File: src/rtl/sfclk_pkg.sv
package sfclk_pkg;
  localparam int CFG_W     = 5;
  localparam int PRE_LSB   = 3;
  localparam int PRE_W     = 2;
  localparam int POST_W    = 3;
  localparam int HALF_W    = POST_W - 1;

  typedef struct packed {
    logic              valid;
    logic              pre_six;
    logic [HALF_W-1:0] half_idx;
  } sfclk_cfg_t;

  function automatic sfclk_cfg_t sfclk_decode(input logic [CFG_W-1:0] f);
    sfclk_cfg_t       c;
    logic [PRE_W-1:0] pre;
    logic [POST_W-1:0] post;
    pre        = f[PRE_LSB +: PRE_W];
    post       = f[POST_W-1:0];
    c.valid    = pre[1] & post[0];
    c.pre_six  = pre[0];
    c.half_idx = post[POST_W-1:1];
    return c;
  endfunction
endpackage

File: src/rtl/sfclk_regif.sv
module sfclk_regif
  import sfclk_pkg::*;
#(
  parameter logic [CFG_W-1:0] RST_CFG = 5'h1F
) (
  input  logic             clk,
  input  logic             rst,
  input  logic             we,
  input  logic [CFG_W-1:0] wdata,
  input  logic             main_low,
  output logic [CFG_W:0]   rdata,
  output logic             err,
  output sfclk_cfg_t       act,
  output logic             restart
);
  logic [CFG_W-1:0] cfg_q;
  logic             err_q;
  logic             pend_q;
  sfclk_cfg_t       act_q;

  assign restart = pend_q & main_low;

  always_ff @(posedge clk) begin
    if (rst) begin
      cfg_q  <= RST_CFG;
      err_q  <= 1'b0;
      pend_q <= 1'b0;
      act_q  <= sfclk_decode(RST_CFG);
    end else begin
      if (we) begin
        cfg_q  <= wdata;
        err_q  <= ~sfclk_decode(wdata).valid;
        pend_q <= 1'b1;
      end else if (restart) begin
        pend_q <= 1'b0;
      end
      if (restart) act_q <= sfclk_decode(cfg_q);
    end
  end

  assign rdata = {err_q, cfg_q};
  assign err   = err_q;
  assign act   = act_q;

  // the active setting only changes after a cycle where the clock was low
  a_r7_apply_low: assert property (@(posedge clk) disable iff (rst)
    (act_q != $past(act_q)) |-> $past(main_low));

  // an accepted write always leaves a change pending until applied
  a_r5_write_pends: assert property (@(posedge clk) disable iff (rst)
    we |=> pend_q);
endmodule

File: src/rtl/sfclk_prediv.sv
module sfclk_prediv #(
  parameter int RATIO_LO = 5,
  parameter int RATIO_HI = 6
) (
  input  logic clk,
  input  logic rst,
  input  logic restart,
  input  logic run,
  input  logic pre_six,
  output logic tick
);
  localparam int CNT_W = $clog2(RATIO_HI);
  localparam logic [CNT_W-1:0] LIM_LO = CNT_W'(RATIO_LO - 1);
  localparam logic [CNT_W-1:0] LIM_HI = CNT_W'(RATIO_HI - 1);

  logic [CNT_W-1:0] cnt_q;
  logic [CNT_W-1:0] lim;
  logic             tick_q;

  assign lim = pre_six ? LIM_HI : LIM_LO;

  always_ff @(posedge clk) begin
    if (rst || restart || !run) begin
      cnt_q  <= '0;
      tick_q <= 1'b0;
    end else if (cnt_q == lim) begin
      cnt_q  <= '0;
      tick_q <= 1'b1;
    end else begin
      cnt_q  <= cnt_q + 1'b1;
      tick_q <= 1'b0;
    end
  end

  assign tick = tick_q;

  // counter never exceeds the selected ratio
  a_r1_cnt_bound: assert property (@(posedge clk) disable iff (rst)
    cnt_q <= LIM_HI);

  // ticks are separated by at least one idle cycle (ratio >= 5)
  a_r1_tick_gap: assert property (@(posedge clk) disable iff (rst)
    tick_q |=> !tick_q);
endmodule

File: src/rtl/sfclk_postdiv.sv
module sfclk_postdiv
  import sfclk_pkg::*;
(
  input  logic              clk,
  input  logic              rst,
  input  logic              restart,
  input  logic              run,
  input  logic              tick,
  input  logic [HALF_W-1:0] half_idx,
  output logic              main_clk,
  output logic              half_clk
);
  logic [HALF_W-1:0] pcnt_q;
  logic              main_q;
  logic              half_q;

  always_ff @(posedge clk) begin
    if (rst) begin
      pcnt_q <= '0;
      main_q <= 1'b0;
      half_q <= 1'b0;
    end else if (restart) begin
      pcnt_q <= '0;
      main_q <= 1'b0;
    end else if (!run) begin
      pcnt_q <= '0;
      main_q <= 1'b0;
      half_q <= 1'b0;
    end else if (tick) begin
      if (pcnt_q == half_idx) begin
        pcnt_q <= '0;
        main_q <= ~main_q;
        if (!main_q) half_q <= ~half_q;
      end else begin
        pcnt_q <= pcnt_q + 1'b1;
      end
    end
  end

  assign main_clk = main_q;
  assign half_clk = half_q;

  // an inactive setting forces both outputs low
  a_r5_idle_low: assert property (@(posedge clk) disable iff (rst)
    (!run && !restart) |=> (!main_q && !half_q));

  // the half-rate output only rises together with the main output
  a_r4_half_on_rise: assert property (@(posedge clk) disable iff (rst)
    $rose(half_q) |-> $rose(main_q));

  // the main output only moves on a pre-divider tick or when stopping
  a_r3_move_on_tick: assert property (@(posedge clk) disable iff (rst)
    !$stable(main_q) |-> ($past(tick) || !$past(run)));
endmodule

File: src/rtl/sfclk_div.sv
module sfclk_div
  import sfclk_pkg::*;
#(
  parameter logic [CFG_W-1:0] RST_CFG  = 5'h1F,
  parameter int               RATIO_LO = 5,
  parameter int               RATIO_HI = 6
) (
  input  logic             clk,
  input  logic             rst,
  input  logic             reg_we,
  input  logic [CFG_W-1:0] reg_wdata,
  output logic [CFG_W:0]   reg_rdata,
  output logic             cfg_err,
  output logic             sf_clk,
  output logic             sf_clk_half
);
  sfclk_cfg_t act;
  logic       restart;
  logic       tick;
  logic       main_c;
  logic       half_c;

  sfclk_regif #(.RST_CFG(RST_CFG)) u_regif (
    .clk      (clk),
    .rst      (rst),
    .we       (reg_we),
    .wdata    (reg_wdata),
    .main_low (~main_c),
    .rdata    (reg_rdata),
    .err      (cfg_err),
    .act      (act),
    .restart  (restart)
  );

  sfclk_prediv #(.RATIO_LO(RATIO_LO), .RATIO_HI(RATIO_HI)) u_prediv (
    .clk     (clk),
    .rst     (rst),
    .restart (restart),
    .run     (act.valid),
    .pre_six (act.pre_six),
    .tick    (tick)
  );

  sfclk_postdiv u_postdiv (
    .clk      (clk),
    .rst      (rst),
    .restart  (restart),
    .run      (act.valid),
    .tick     (tick),
    .half_idx (act.half_idx),
    .main_clk (main_c),
    .half_clk (half_c)
  );

  assign sf_clk      = main_c;
  assign sf_clk_half = half_c;
endmodule

File: config.mk
export PLATFORM = sky130hd
export DESIGN_NAME = sfclk_div
export DESIGN_NICKNAME = d
export VERILOG_FILES = /design/src/rtl/sfclk_pkg.sv /design/src/rtl/sfclk_regif.sv /design/src/rtl/sfclk_prediv.sv /design/src/rtl/sfclk_postdiv.sv /design/src/rtl/sfclk_div.sv
export SDC_FILE = /design/constraint.sdc
export NUM_CORES = 1
export LEC_CHECK = 0
export BUFFER_PORTS_ARGS = -buffer_cell sky130_fd_sc_hd__clkbuf_2
export CORE_MARGIN = 3
export CORE_UTILIZATION = 30
export CTS_CLUSTER_SIZE = 16
export DETAILED_ROUTE_END_ITERATION = 16
export HOLD_SLACK_MARGIN = 0.06
export PLACE_DENSITY = 0.52
export REMOVE_ABC_BUFFERS = 1
export SETUP_SLACK_MARGIN = 0.4
export SYNTH_ARGS = -nofsm -noshare
export SYNTH_HDL_FRONTEND = slang
export SYNTH_SLANG_ARGS = --single-unit
File: constraint.sdc
create_clock -name clk -period 3.8 [get_ports clk]
set_clock_uncertainty 0.1 [all_clocks]
set_input_delay 0.76 -clock clk [delete_from_list [all_inputs] [get_ports clk]]
set_output_delay 0.76 -clock clk [all_outputs]
set_load 0.005 [all_outputs]
### After elaboration in Yosys (flattened, before gate mapping)

Cells that the tools add are included.
Widths: inputs -> output; s select.

| word-level totals | value |
|---|---|
| flip-flop bits (word level) | 19 |
| input port bits | 8 |
| output and inout bits | 9 |
| word-level logic and storage cells | 43 |

| cells by class | value |
|---|---|
| add/sub/neg operators | 2 |
| equal/unequal tests | 5 |
| mux-type cells | 9 |
| bitwise gates (word level) | 8 |
| reductions and logical operators | 8 |

Operator list:

| cell | count |
|---|---|
| $mux 1 | 8 |
| $not 1->1 | 5 |
| $ne 2x1->1 const B | 2 |
| $reduce_and 4->1 | 1 |
| $add 3x1->3 const B | 1 |
| $and 1x1->1 | 3 |
| $eq 3x3->1 | 1 |
| $reduce_or 3->1 | 1 |
| $add 2x1->2 const B | 1 |
| $eq 2x2->1 | 1 |
| $logic_or 1x1->1 | 2 |
| $mux 2 | 1 |
| $ne 2x2->1 const B | 1 |
| $reduce_and 2->1 | 1 |
| $reduce_bool 2->1 | 1 |
| $reduce_or 2->1 | 1 |
| $logic_not 1->1 | 1 |

### Logic depth before layout (Yosys ltp)

| depth | value |
|---|---|
| depth in word-level cells | 5 |
| gate-level depth with buffers | 4 |
| depth with buffers taken out | 3 |

### Modules after synthesis

Synthesis repeated with hierarchy kept, for this count alone.

| unflattened totals | value |
|---|---|
| cell total of the unflattened synthesis | 81 |
| area, all modules | 814.5 sq um |

Modules (own cells, without submodules):

| module | instances | cells an instance | area an instance (sq um) | seq. area each (sq um) |
|---|---|---|---|---|
| sfclk_regif | 1 | 39 | 426.7 | 220.2 |
| sfclk_postdiv | 1 | 27 | 217.7 | 80.1 |
| sfclk_prediv | 1 | 14 | 166.4 | 80.1 |
| sfclk_div | 1 | 1 | 3.8 | 0.0 |

### Worst setup path after synthesis

OpenSTA, ideal clock, no wires.

| timing path | value |
|---|---|
| kind | input-to-reg |
| start point | input rst |
| end point | register u_regif.cfg_q[0] |
| library setup time | 0.120 ns |
| arrival | 1.194 ns |
| required time | 3.580 ns |
| slack | 2.387 ns |
| cell stages on the path | 2 |
| path buffers | 1 |
| path through | clkbuf_1 -> a211o_1 |

RTL lines:

| item | RTL line | text |
|---|---|---|
| start, declared | sfclk_div.sv:9 | `input logic rst,` |
| end signal, assigned | sfclk_regif.sv:31 | `cfg_q <= wdata;` |
| end, declared | sfclk_regif.sv:16 | `logic [CFG_W-1:0] cfg_q;` |

No word-level cell between the ends.

### Final worst setup path

| timing path | value |
|---|---|
| start point | register u_postdiv.main_q (netlist: u_postdiv.main_clk) |
| end point | output sf_clk |

RTL lines:

| item | RTL line | text |
|---|---|---|
| start, declared | sfclk_postdiv.sv:14 | `logic main_q;` |
| start signal, assigned | sfclk_postdiv.sv:32 | `main_q <= ~main_q;` |
| end, declared | sfclk_div.sv:14 | `output logic sf_clk,` |

No word-level cell between the ends.

==> results.py <==
metrics = {
    "floorplanning": {
        "die_h_um": 57.1,
        "coreArea_um2": 2340,
        "die_w_um": 57.1,
        "start_util": 0.335,
        "io_pins": 17,
        "fp.dieArea_um2": 3260,
        "rows": 17,
    },
    "worst_setup_path": {
        "cp_cell_sequence": "clkbuf_2",
        "path_delay_family": "flip-flops",
        "r2r_slack_ns": 2.38,
        "worst_path_max_delay_cell": "dfxtp_1",
        "cp.arrival_ns": 0.86,
        "rr_startpoint": "u_postdiv.main_clk$_SDFFE_PP0P_",
        "cp-end-kind": "output pin",
        "r2r-end": "u_postdiv.main_clk$_SDFFE_PP0P_",
        "start_kind": "register",
        "required_ns": 2.94,
        "worst-path-max-fanout": 6,
        "worst-setup-path-type": "register to output pin",
        "worst-path-buf-inv": 1,
        "cp_slowest_stage_delay_ns": 0.42,
        "ff2ff_path_depth": 3,
    },
    "clock_network": {
        "tritoncts": "done",
        "htree_levels": 1,
        "clock-sinks": 19,
        "cts_resized": 0,
        "cts-root-buf": "clkbuf_4",
        "holdBufCountCts": 0,
        "cts_buffers": 3,
        "clockBufferDepth": 2,
        "post_cts_buffers": 0,
        "clk_latency_ns": 0.30,
        "clk_pin_slew_ns": 0.11,
    },
    "synthesis": {
        "synthXorXnorAreaFrac": 0.0559,
        "synth.avg_cell_area_um2": 9.55,
        "synthAdderAreaFrac": 0.0160,
        "yosys.area_share.simple": 0.192,
        "yosysWarnings": 0,
        "synth-compound-area-share": 0.182,
        "synth_top_family_by_area": "simple AND/OR/NAND/NOR gates",
        "synth_seq_area_share": 0.486,
        "muxShareOfSynthArea": 0,
        "synth_seq_cells": 19,
        "synthCells": 82,
        "yosysUniqueCellTypes": 27,
        "synth_area_um2": 783,
    },
    "worst_hold_path": {
        "min_from": "u_prediv.cnt_q[2]$_SDFF_PP0_",
        "hold_depth": 2,
        "min_to": "u_prediv.tick$_SDFF_PP0_",
        "hp-class": "register to register",
    },
    "final_layout": {
        "area_delta_synth_final_pct": 15.2,
        "diodes": 0,
        "nNetsFinal": 108,
        "fillers": 260,
        "drive_gt1_frac": 0.235,
    },
    "power": {
        "power_density_nw_per_um2": 394,
        "p_leak_nw": 0.387,
        "irDropWorstVdd_v": 0.000222,
        "finalPower_uw": 356,
    },
    "detailed_routing": {
        "vias": 603,
        "routed_wl_um": 1420,
        "drtIter0Drc": 9,
        "first_pass_iters": 4,
        "drc": 0,
        "ant_nets": 0,
        "viasPerCell": 4.79,
        "avgRoutedWirePerCell_um": 11.3,
    },
    "grt": {
        "grt_pass1_vias": 605,
        "antenna_found_initial": 0,
        "overflow": 0,
        "grt.total_usage": 0.103,
        "grt_max_degree": 15,
        "grt_pass1_wl_um": 2630,
    },
    "place": {
        "io_buffers": 16,
        "place.gp.congestion": 0.662,
        "hpwlAfterDp_um": 1060,
    },
    "timing": {
        "fin_setup_tns_ns": 0,
        "worst_pin_slew_ns": 0.368,
        "slew_viol_final": 0,
        "fin_crit_ns": 1.72,
        "fmax_ghz": 0.581,
        "hold_viol": 0,
        "setup_viol": 0,
        "rsz0062_at_grt": "false",
        "hold-worst-slack_ns": 0.377,
        "period_share": 0.453,
        "slew-limit-headroom": 0.752,
    },
    "status": {
        "outcome": "complete, no violations",
    },
    "job": {
        "maxCapViolations": 0,
    },
}
==> cell usage in the layout, fill, tap and decap left out, types with 2 or more instances in the layout <==
cell	count
clkbuf_4	3
a211o_1	9
nor2_1	7
nor3_1	5
inv_1	8
xnor2_1	2
xor2_1	3
nand2_1	5
clkbuf_2	16
nor2b_1	4
a21oi_1	2
dfxtp_1	19
==> stage by stage <==
step	area, µm²	utilization	cells	worst slack [ns]
floorplan	759	-	78	2.40
global placement	875	0.374	122	2.08
detailed placement	875	0.374	122	2.05
CTS	902	0.386	126	2.06
global route	902	0.386	126	2.00
finish	902	0.386	126	2.08
==> state kept, by name, summed over array words and instances, names as in the netlist <==
signal              cells
u_postdiv.pcnt_q        2
u_regif.err             1
u_regif.pend_q          1
u_regif.act             4
u_postdiv.main_clk      1
u_postdiv.half_clk      1
u_prediv.tick           1
u_regif.cfg_q           5
u_prediv.cnt_q          3
==> where the power goes <==
part / internal, mW / switching [mW] / leakage, nW / total (mW)
logic: 0.0178 / 0.0190 / 0.213 / 0.0368
registers: 0.209 / 0.00765 / 0.156 / 0.217
clock network: 0.0392 / 0.0631 / 0.0177 / 0.102
==> worst max path at each step <==
stage,start,end,slack [ns],cells past startpoint
after floorplan,rst,u_postdiv.main_clk$_SDFFE_PP0P_,2.40,2
after global placement,rst,u_postdiv.main_clk$_SDFFE_PP0P_,2.08,3
after detailed placement,rst,u_prediv.cnt_q[1]$_SDFF_PP0_,2.05,3
after CTS,u_postdiv.main_clk$_SDFFE_PP0P_,sf_clk,2.06,1
after global routing,u_postdiv.main_clk$_SDFFE_PP0P_,sf_clk,2.00,1
final,u_postdiv.main_clk$_SDFFE_PP0P_,sf_clk,2.08,1
==> kinds of logic after synthesis <==
family          Yosys count
buf+inv                  12
fa+ha+maj                 1
xor+xnor                  5
compound gates           17
flops                    19
simple gates             28
==> metal layers <==
metal | routed length, µm | share of wire | vias to the layer above | track usage
li1 | - | - | 318 | -
met1 | 643 | 0.45 | 275 | 0.119
met2 | 704 | 0.49 | 8 | 0.170
met3 | 61 | 0.043 | 2 | 0.0407
met4 | 14 | 0.0098 | 0 | 0.0397
met5 | 0 | 0 | - | 0
==> layout make-up <==
class	count	area [µm²]	share of cell area
well taps	28	35.0	0.0388
inverters	8	30.0	0.0333
repair buffers	16	80.1	0.0888
multi-input cells	51	349	0.387
clock inverters	1	5.00	0.00555
flip-flops and latches	19	380	0.422
clock buffers	3	22.5	0.0250
==> worst min-delay path, stage by stage (launching register included) <==
cell     delay, ns
dfxtp_1       0.33
nand3_1       0.08
nor2_1        0.04
==> synth_stat cells <==
cell type / number / area (µm²)
nand2b_1: 1 / 6.26
buf_4: 2 / 15.0
a311oi_1: 1 / 8.76
dfxtp_1: 19 / 380
clkbuf_1: 1 / 3.75
nor3b_1: 1 / 7.51
nand3_1: 1 / 5.00
buf_2: 1 / 5.00
nor2b_1: 4 / 25.0
o31a_1: 1 / 8.76
ha_1: 1 / 12.5
a211o_1: 9 / 78.8
nand2_1: 5 / 18.8
nand3b_2: 1 / 11.3
a21oi_1: 2 / 10.0
nor4_1: 1 / 6.26
nand3b_1: 1 / 7.51
xnor2_1: 2 / 17.5
o31a_2: 1 / 10.0
xor2_1: 3 / 26.3
o32ai_1: 1 / 8.76
o21ba_2: 1 / 10.0
inv_1: 8 / 30.0
nand4bb_1: 1 / 11.3
o211ai_1: 1 / 7.51
nor2_1: 7 / 26.3
nor3_1: 5 / 25.0
No activity file was read; power rests on OpenSTA's default activity.
